[src/rtl/hdlc_tx_pkg.sv]
package hdlc_tx_pkg;
  typedef enum logic [1:0] {
    ST_FLAG = 2'd0,
    ST_DATA = 2'd1,
    ST_FCS  = 2'd2
  } tx_state_e;

  localparam logic [7:0]  FLAG_PAT   = 8'h7E;
  localparam logic [15:0] CRC16_POLY = 16'h8408;
  localparam logic [31:0] CRC32_POLY = 32'hEDB88320;
  localparam int          STUFF_RUN  = 5;
endpackage

[src/rtl/hdlc_crc.sv]
module hdlc_crc #(
  parameter int            WIDTH = 16,
  parameter logic [31:0]   POLY  = 32'h8408
) (
  input  logic             clk_i,
  input  logic             rst_ni,
  input  logic             init_i,
  input  logic             step_i,
  input  logic             bit_i,
  output logic [WIDTH-1:0] crc_d_o
);
  localparam logic [WIDTH-1:0] POLY_W = POLY[WIDTH-1:0];

  logic [WIDTH-1:0] crc_q, crc_d;
  logic             fb;

  assign fb = crc_q[0] ^ bit_i;

  always_comb begin
    crc_d = crc_q;
    if (init_i)      crc_d = '1;
    else if (step_i) crc_d = (crc_q >> 1) ^ (fb ? POLY_W : '0);
  end

  always_ff @(posedge clk_i or negedge rst_ni) begin
    if (!rst_ni) crc_q <= '1;
    else         crc_q <= crc_d;
  end

  // next value so the final data bit is included when the FCS is loaded
  assign crc_d_o = crc_d;


  crc_preset_chk: assert property (@(posedge clk_i) disable iff (!rst_ni)
    init_i |=> crc_q == '1);
endmodule

[src/rtl/hdlc_stuffer.sv]
module hdlc_stuffer
  import hdlc_tx_pkg::*;
#(
  parameter int RUN = STUFF_RUN
) (
  input  logic clk_i,
  input  logic rst_ni,
  input  logic bit_en_i,
  input  logic raw_bit_i,
  input  logic raw_stuff_i,
  output logic adv_o,
  output logic tx_o,
  output logic tx_en_o
);
  localparam int OW = $clog2(RUN + 1);

  logic [OW-1:0] ones_q;
  logic          insert;
  logic          tx_q, tx_en_q;

  assign insert = (ones_q == OW'(RUN));
  assign adv_o  = bit_en_i && !insert;

  always_ff @(posedge clk_i or negedge rst_ni) begin
    if (!rst_ni) begin
      ones_q  <= '0;
      tx_q    <= 1'b1;
      tx_en_q <= 1'b0;
    end else begin
      tx_en_q <= bit_en_i;
      if (bit_en_i) begin
        if (insert) begin
          tx_q   <= 1'b0;
          ones_q <= '0;
        end else begin
          tx_q   <= raw_bit_i;
          ones_q <= (raw_stuff_i && raw_bit_i) ? ones_q + OW'(1) : '0;
        end
      end
    end
  end

  assign tx_o    = tx_q;
  assign tx_en_o = tx_en_q;


  stuff_zero_chk: assert property (@(posedge clk_i) disable iff (!rst_ni)
    (bit_en_i && ones_q == OW'(RUN)) |=> !tx_o);

  en_follow_chk: assert property (@(posedge clk_i) disable iff (!rst_ni)
    bit_en_i |=> tx_en_o);

  line_hold_chk: assert property (@(posedge clk_i) disable iff (!rst_ni)
    !bit_en_i |=> (!tx_en_o && $stable(tx_o)));
endmodule

[src/rtl/hdlc_tx_ctrl.sv]
module hdlc_tx_ctrl
  import hdlc_tx_pkg::*;
#(
  parameter int FLAGS_W  = 4,
  parameter bit FCS32_EN = 1'b1
) (
  input  logic               clk_i,
  input  logic               rst_ni,
  input  logic               adv_i,
  input  logic               hold_v_i,
  input  logic [7:0]         hold_data_i,
  input  logic               hold_sof_i,
  input  logic               hold_eof_i,
  input  logic [FLAGS_W-1:0] cfg_flags_i,
  input  logic               cfg_fcs32_i,
  input  logic [15:0]        crc16_i,
  input  logic [31:0]        crc32_i,
  output logic               hold_take_o,
  output logic               raw_bit_o,
  output logic               raw_stuff_o,
  output logic               crc_init_o,
  output logic               crc_step_o,
  output logic               crc_bit_o
);
  localparam int CNT_W = 5;

  tx_state_e          st_q;
  logic [CNT_W-1:0]   cnt_q;
  logic [31:0]        sh_q;
  logic [FLAGS_W-1:0] rem_q;
  logic               armed_q, closing_q, last_q, fcs32_q;

  logic [FLAGS_W-1:0] n_eff;
  logic [CNT_W-1:0]   fcs_last;
  logic               pend, unit_last, flag_end, data_end, go_data, discard;
  logic [31:0]        fcs_val;

  assign n_eff     = (cfg_flags_i == '0) ? FLAGS_W'(1) : cfg_flags_i;
  assign pend      = hold_v_i && hold_sof_i;
  assign fcs_last  = fcs32_q ? CNT_W'(31) : CNT_W'(15);
  assign unit_last = (st_q == ST_FCS) ? (cnt_q == fcs_last) : (cnt_q == CNT_W'(7));
  assign flag_end  = adv_i && (st_q == ST_FLAG) && unit_last;
  assign data_end  = adv_i && (st_q == ST_DATA) && unit_last;
  // closing flag doubles as first opening flag when N is one
  assign go_data   = pend && (armed_q ? (rem_q == '0) : (closing_q && n_eff == FLAGS_W'(1)));
  assign discard   = !armed_q && !go_data && hold_v_i && !hold_sof_i;
  assign fcs_val   = (FCS32_EN && fcs32_q) ? ~crc32_i : {16'h0, ~crc16_i};

  assign hold_take_o = (flag_end && (go_data || discard)) ||
                       (data_end && !last_q && hold_v_i);
  assign raw_bit_o   = (st_q == ST_FLAG) ? FLAG_PAT[cnt_q[2:0]] : sh_q[0];
  assign raw_stuff_o = (st_q != ST_FLAG);
  assign crc_init_o  = flag_end && go_data;
  assign crc_step_o  = adv_i && (st_q == ST_DATA);
  assign crc_bit_o   = sh_q[0];

  always_ff @(posedge clk_i or negedge rst_ni) begin
    if (!rst_ni) begin
      st_q      <= ST_FLAG;
      cnt_q     <= '0;
      sh_q      <= '0;
      rem_q     <= '0;
      armed_q   <= 1'b0;
      closing_q <= 1'b0;
      last_q    <= 1'b0;
      fcs32_q   <= 1'b0;
    end else if (adv_i) begin
      if (!unit_last) begin
        cnt_q <= cnt_q + CNT_W'(1);
        if (st_q != ST_FLAG) sh_q <= sh_q >> 1;
      end else begin
        cnt_q <= '0;
        case (st_q)
          ST_FLAG: begin
            closing_q <= 1'b0;
            if (go_data) begin
              st_q    <= ST_DATA;
              sh_q    <= {24'h0, hold_data_i};
              last_q  <= hold_eof_i;
              fcs32_q <= cfg_fcs32_i & FCS32_EN;
              armed_q <= 1'b0;
            end else if (armed_q) begin
              rem_q <= rem_q - FLAGS_W'(1);
            end else if (pend) begin
              armed_q <= 1'b1;
              rem_q   <= closing_q ? n_eff - FLAGS_W'(2) : n_eff - FLAGS_W'(1);
            end
          end
          ST_DATA: begin
            if (last_q || !hold_v_i) begin
              st_q <= ST_FCS;
              sh_q <= fcs_val;
            end else begin
              sh_q   <= {24'h0, hold_data_i};
              last_q <= hold_eof_i;
            end
          end
          ST_FCS: begin
            st_q      <= ST_FLAG;
            closing_q <= 1'b1;
          end
          default: st_q <= ST_FLAG;
        endcase
      end
    end
  end


  fcs_then_flag_chk: assert property (@(posedge clk_i) disable iff (!rst_ni)
    (adv_i && st_q == ST_FCS && unit_last) |=> (st_q == ST_FLAG && closing_q));

  fcs_size_hold_chk: assert property (@(posedge clk_i) disable iff (!rst_ni)
    (st_q != ST_FLAG && $past(st_q) != ST_FLAG) |-> $stable(fcs32_q));

  data_after_flag_chk: assert property (@(posedge clk_i) disable iff (!rst_ni)
    $rose(st_q == ST_DATA) |-> $past(st_q == ST_FLAG));
endmodule

[src/rtl/hdlc_tx.sv]
module hdlc_tx
  import hdlc_tx_pkg::*;
#(
  parameter int FLAGS_W  = 4,
  parameter bit FCS32_EN = 1'b1
) (
  input  logic               clk_i,
  input  logic               rst_ni,
  input  logic               bit_en_i,
  input  logic               byte_valid_i,
  input  logic [7:0]         byte_data_i,
  input  logic               byte_sof_i,
  input  logic               byte_eof_i,
  output logic               byte_ready_o,
  input  logic [FLAGS_W-1:0] cfg_flags_i,
  input  logic               cfg_fcs32_i,
  output logic               tx_o,
  output logic               tx_en_o
);
  logic       hold_v_q, hold_sof_q, hold_eof_q;
  logic [7:0] hold_data_q;
  logic       take, adv, raw_bit, raw_stuff;
  logic       crc_init, crc_step, crc_bit;
  logic [15:0] crc16_d;
  logic [31:0] crc32_d;

  assign byte_ready_o = !hold_v_q;

  always_ff @(posedge clk_i or negedge rst_ni) begin
    if (!rst_ni) begin
      hold_v_q    <= 1'b0;
      hold_sof_q  <= 1'b0;
      hold_eof_q  <= 1'b0;
      hold_data_q <= '0;
    end else if (take) begin
      hold_v_q <= 1'b0;
    end else if (byte_valid_i && !hold_v_q) begin
      hold_v_q    <= 1'b1;
      hold_sof_q  <= byte_sof_i;
      hold_eof_q  <= byte_eof_i;
      hold_data_q <= byte_data_i;
    end
  end

  hdlc_tx_ctrl #(.FLAGS_W(FLAGS_W), .FCS32_EN(FCS32_EN)) u_ctrl (
    .clk_i       (clk_i),
    .rst_ni      (rst_ni),
    .adv_i       (adv),
    .hold_v_i    (hold_v_q),
    .hold_data_i (hold_data_q),
    .hold_sof_i  (hold_sof_q),
    .hold_eof_i  (hold_eof_q),
    .cfg_flags_i (cfg_flags_i),
    .cfg_fcs32_i (cfg_fcs32_i),
    .crc16_i     (crc16_d),
    .crc32_i     (crc32_d),
    .hold_take_o (take),
    .raw_bit_o   (raw_bit),
    .raw_stuff_o (raw_stuff),
    .crc_init_o  (crc_init),
    .crc_step_o  (crc_step),
    .crc_bit_o   (crc_bit)
  );

  hdlc_crc #(.WIDTH(16), .POLY({16'h0, CRC16_POLY})) u_crc16 (
    .clk_i   (clk_i),
    .rst_ni  (rst_ni),
    .init_i  (crc_init),
    .step_i  (crc_step),
    .bit_i   (crc_bit),
    .crc_d_o (crc16_d)
  );

  generate
    if (FCS32_EN) begin : g_crc32
      hdlc_crc #(.WIDTH(32), .POLY(CRC32_POLY)) u_crc32 (
        .clk_i   (clk_i),
        .rst_ni  (rst_ni),
        .init_i  (crc_init),
        .step_i  (crc_step),
        .bit_i   (crc_bit),
        .crc_d_o (crc32_d)
      );
    end else begin : g_no_crc32
      assign crc32_d = '1;
    end
  endgenerate

  hdlc_stuffer #(.RUN(STUFF_RUN)) u_stuff (
    .clk_i       (clk_i),
    .rst_ni      (rst_ni),
    .bit_en_i    (bit_en_i),
    .raw_bit_i   (raw_bit),
    .raw_stuff_i (raw_stuff),
    .adv_o       (adv),
    .tx_o        (tx_o),
    .tx_en_o     (tx_en_o)
  );


  take_full_chk: assert property (@(posedge clk_i) disable iff (!rst_ni)
    (byte_valid_i && byte_ready_o) |=> !byte_ready_o);

  no_take_empty_chk: assert property (@(posedge clk_i) disable iff (!rst_ni)
    take |-> hold_v_q);
endmodule

[config.mk]
export PLATFORM = sky130hd
export DESIGN_NAME = hdlc_tx
export DESIGN_NICKNAME = d
export VERILOG_FILES = /design/src/rtl/hdlc_tx_pkg.sv /design/src/rtl/hdlc_crc.sv /design/src/rtl/hdlc_stuffer.sv /design/src/rtl/hdlc_tx_ctrl.sv /design/src/rtl/hdlc_tx.sv
export SDC_FILE = /design/constraint.sdc
export NUM_CORES = 1
export LEC_CHECK = 0
export BUFFER_PORTS_ARGS = -buffer_cell sky130_fd_sc_hd__buf_2
export CAP_MARGIN = 20
export CORE_AREA = 2 2 104 106
export CTS_BUF_LIST = sky130_fd_sc_hd__clkbuf_16
export DETAILED_ROUTE_END_ITERATION = 16
export DIE_AREA = 0 0 106 108
export GPL_TIMING_DRIVEN = 1
export PLACE_DENSITY = 0.74
export SETUP_SLACK_MARGIN = 0.1
export SLEW_MARGIN = 0
export SYNTH_ARGS = -nofsm -noshare
export SYNTH_HDL_FRONTEND = slang
export SYNTH_SLANG_ARGS = --single-unit
[constraint.sdc]
create_clock -name clk_i -period 2.4 [get_ports clk_i]
set_clock_uncertainty 0.2 [all_clocks]
set_input_delay 0.48 -clock clk_i [delete_from_list [all_inputs] [get_ports clk_i]]
set_output_delay 0.48 -clock clk_i [all_outputs]
set_load 0.02 [all_outputs]
==> results.ini <==
[status]
run_status=complete, no violations

[setup_path]
cp-start-kind=flip-flop
critical_path_class=reg -> reg
startpoint=u_stuff.ones_q[0]$_DFFE_PN0P_
crit_required_ps=2430
max_stage_delay_ps=410
r2r_cells=9
cp-end-kind=flip-flop
critPathBufInv=2
worstPathArrival_ps=2370
r2r_slack_ps=60
path_max_fanout=17
path_delay_family=simple AND/OR/NAND/NOR gates
r2r-start=u_stuff.ones_q[0]$_DFFE_PN0P_
crit_chain=ha_4, a21boi_4, buf_6, nand2_2, nor4_4, nand2_2, buf_12, a32oi_1, a21oi_1
slowest_stage=dfrtp_1
timing.rr.end=u_ctrl.sh_q[27]$_DFFE_PN0P_
critPathMostFrequentCell=nand2_2

[drt]
num_vias=4380
drtAntennaViolNets=0
dr.pass1.iters=5
routed_wl_mm=13.6
drt_iter0_markers=293
drc=0
via_per_inst=5.86
wl_per_cell_um=18.2

[power]
power_mw=6.03
p_int_mw=4.09
power.density_nw_per_um2=876
p_clk_share_pct=26.9
p_switching_mw=1.94
peakVddDrop_uv=619
p_comb_share_pct=28.3
pwr-share-seq_pct=44.8
p_sw_share_pct=32.1
leakagePower_nw=3.35

[clock_network]
cts_buffers=9
numClockSinks=111
clockBufferDepth=2
cts_max_level=3
clk_pin_slew_ps=80
clk_latency_ps=350
tritoncts=yes
cts-root-buf=clkbuf_16

[global_routing]
grt_pass1_wl_mm=21.8
track_usage_pct=24.3
grt_pass1_vias=4376
overflow=0
grt_antenna_before_repair=0
grt_max_degree=38

[die]
core_area_um2=10200
die_h_um=108
ios=22
dieArea_um2=11400
die_width_um=106
initial_core_util_pct=54.8
row_count=37

[job]
drv_cap=0

[sta]
fmax_mhz=428
min_period_ps=2340
maxSlewViolCount=0
finalSetupViolations=0
slew-limit-headroom_pct=64.7
hold_viol_final=0
max_slew.worst_pin.slew_ps=527
rsz0062_at_grt=yes
period_share_pct=97.3

[placed_design]
place_area_um2=6130
portBuffers=21
place_inst=714
place_congestion=0.833
place.detailed.hpwl_mm=8.41

[synthesis]
ys_warn_count=0
synth-edff-count=0
synth-async-reset-ratio_pct=100
synth_seq_area_share_pct=50.6
synth-main-ff-cell=dfrtp_1
syn_area_um2=5610
yosysUniqueCellTypes=55
synth-seq-cells=111
syn_nets=578
synth_cells=550
avgSynthCellArea_um2=10.2

[final_layout]
drive_above_1_share_pct=34.5
fin_cells=747
final_cell_area_um2=6880
final_common_cell=nand2_1
final_net_count=634
areaGrowthSynthToFinish_pct=22.8
antenna-diode-count=0
final_cell_mix=82 x nand2_1, 61 x dfrtp_1, 56 x nor2_1

[min_path]
holdPathEnd=hold_eof_q$_DFFE_PN0P_
hp-start=byte_eof_i
holdCritPathClass=in -> reg
hold-path-cell-count=3

[power by group through the flow]
| stage | clock network [mW] | logic, mW | registers [mW] |
|---|---|---|---|
| detailed placement | 0 | 1.46 | 2.70 |
| finish | 1.62 | 1.71 | 2.70 |
| global placement | 0 | 1.39 | 2.68 |
| CTS | 1.64 | 1.55 | 2.68 |
| floorplan | 0 | 1.08 | 2.61 |
| global route | 1.70 | 1.89 | 2.75 |
[flip-flops by register name, summed over array words and instances, names as in the netlist, 2 cells and up]
signal                 cells
u_crc16.crc_q             16
hold_data_q                8
u_ctrl.rem_q               4
u_ctrl.cnt_q               5
u_ctrl.sh_q               32
u_ctrl.st_q                2
u_stuff.ones_q             3
g_crc32.u_crc32.crc_q     32
[cells by family after synthesis]
| family | after synthesis | share of synthesized area [%] |
|---|---|---|
| AOI/OAI and AO/OA | 121 | 14.6 |
| xor gates and xnor gates | 23 | 3.73 |
| buffers and inverters | 56 | 4.62 |
| adders and majority gates | 9 | 2.01 |
| muxes | 50 | 10.3 |
| and+or+nand+nor | 180 | 14.0 |
| DFF | 111 | 50.6 |
[timing repair]
item	4_1_cts	5_1_grt
endpoints found under the hold margin	28	0
buffers inserted	7	7
cloned	1	2
gates resized for setup	20	31
setup endpoints to repair	66	38
pin swaps	5	22
hold buffers	1	0
[per-layer routing]
metal	vias to the layer above	wire, µm	track usage [%]
met2	106	7040	42.5
met1	2223	5850	31.3
met4	0	133	6.02
li1	2041	-	-
met3	10	551	4.76
met5	-	0	0
[cell type report]
class                   count  area (µm²)
clock buffers               9         225
clock inverters             7        95.1
multi-input cells         384        2780
repair buffers             82         706
well taps                 136         170
flip-flops and latches    111        2840
inverters                  18        67.6
fillers                   729        3350
[worst max-delay path by stage]
stage / endpoint / slack [ps] / cells after the start
floorplan: u_ctrl.rem_q[3]$_DFFE_PN0P_ / 70 / 9
global route: u_ctrl.sh_q[30]$_DFFE_PN0P_ / -9 / 10
detailed placement: u_ctrl.sh_q[12]$_DFFE_PN0P_ / -220 / 12
finish: u_ctrl.sh_q[27]$_DFFE_PN0P_ / 60 / 9
global placement: u_ctrl.sh_q[8]$_DFFE_PN0P_ / -150 / 11
CTS: u_ctrl.sh_q[7]$_DFFE_PN0P_ / 100 / 9
[synth_stat cells, drive strengths merged, types with 5 or more instances]
cell type / count / area, µm²
inv: 18 / 67.6
buf: 20 / 124
a32oi: 9 / 78.8
o21ai: 21 / 105
xnor2: 7 / 68.8
a31oi: 5 / 31.3
dfstp: 49 / 1290
o22ai: 5 / 31.3
clkbuf: 18 / 67.6
a221oi: 11 / 109
nor2: 59 / 221
nand2: 84 / 315
mux2i: 33 / 330
mux2: 12 / 135
a211oi: 5 / 37.5
xor2: 16 / 140
nand3: 7 / 47.6
ha: 9 / 113
a21oi: 40 / 200
nor3: 10 / 55.1
mux4: 5 / 113
dfrtp: 62 / 1550
[stage by stage]
stage	TNS [ps]	util, %	setup slack [ps]	hold WS (ps)
3_3_place_gp	-3550	59.9	-147	262
2_1_floorplan	0	-	73.4	-15.6
6_report	0	67.3	64.8	130
5_1_grt	-23.4	67.3	-9.35	161
3_5_place_dp	-5430	59.9	-220	274
4_1_cts	0	64.8	103	131
[worst register-to-register path: stages, from the launching register on]
cell      delay (ps)
dfrtp_1          410
ha_4             190
a21boi_4         220
buf_6            160
nand2_2           80
nor4_4           310
nand2_2          150
buf_12           180
a32oi_1          210
a21oi_1           90
Note: power is estimated with default switching activity, not from simulation.
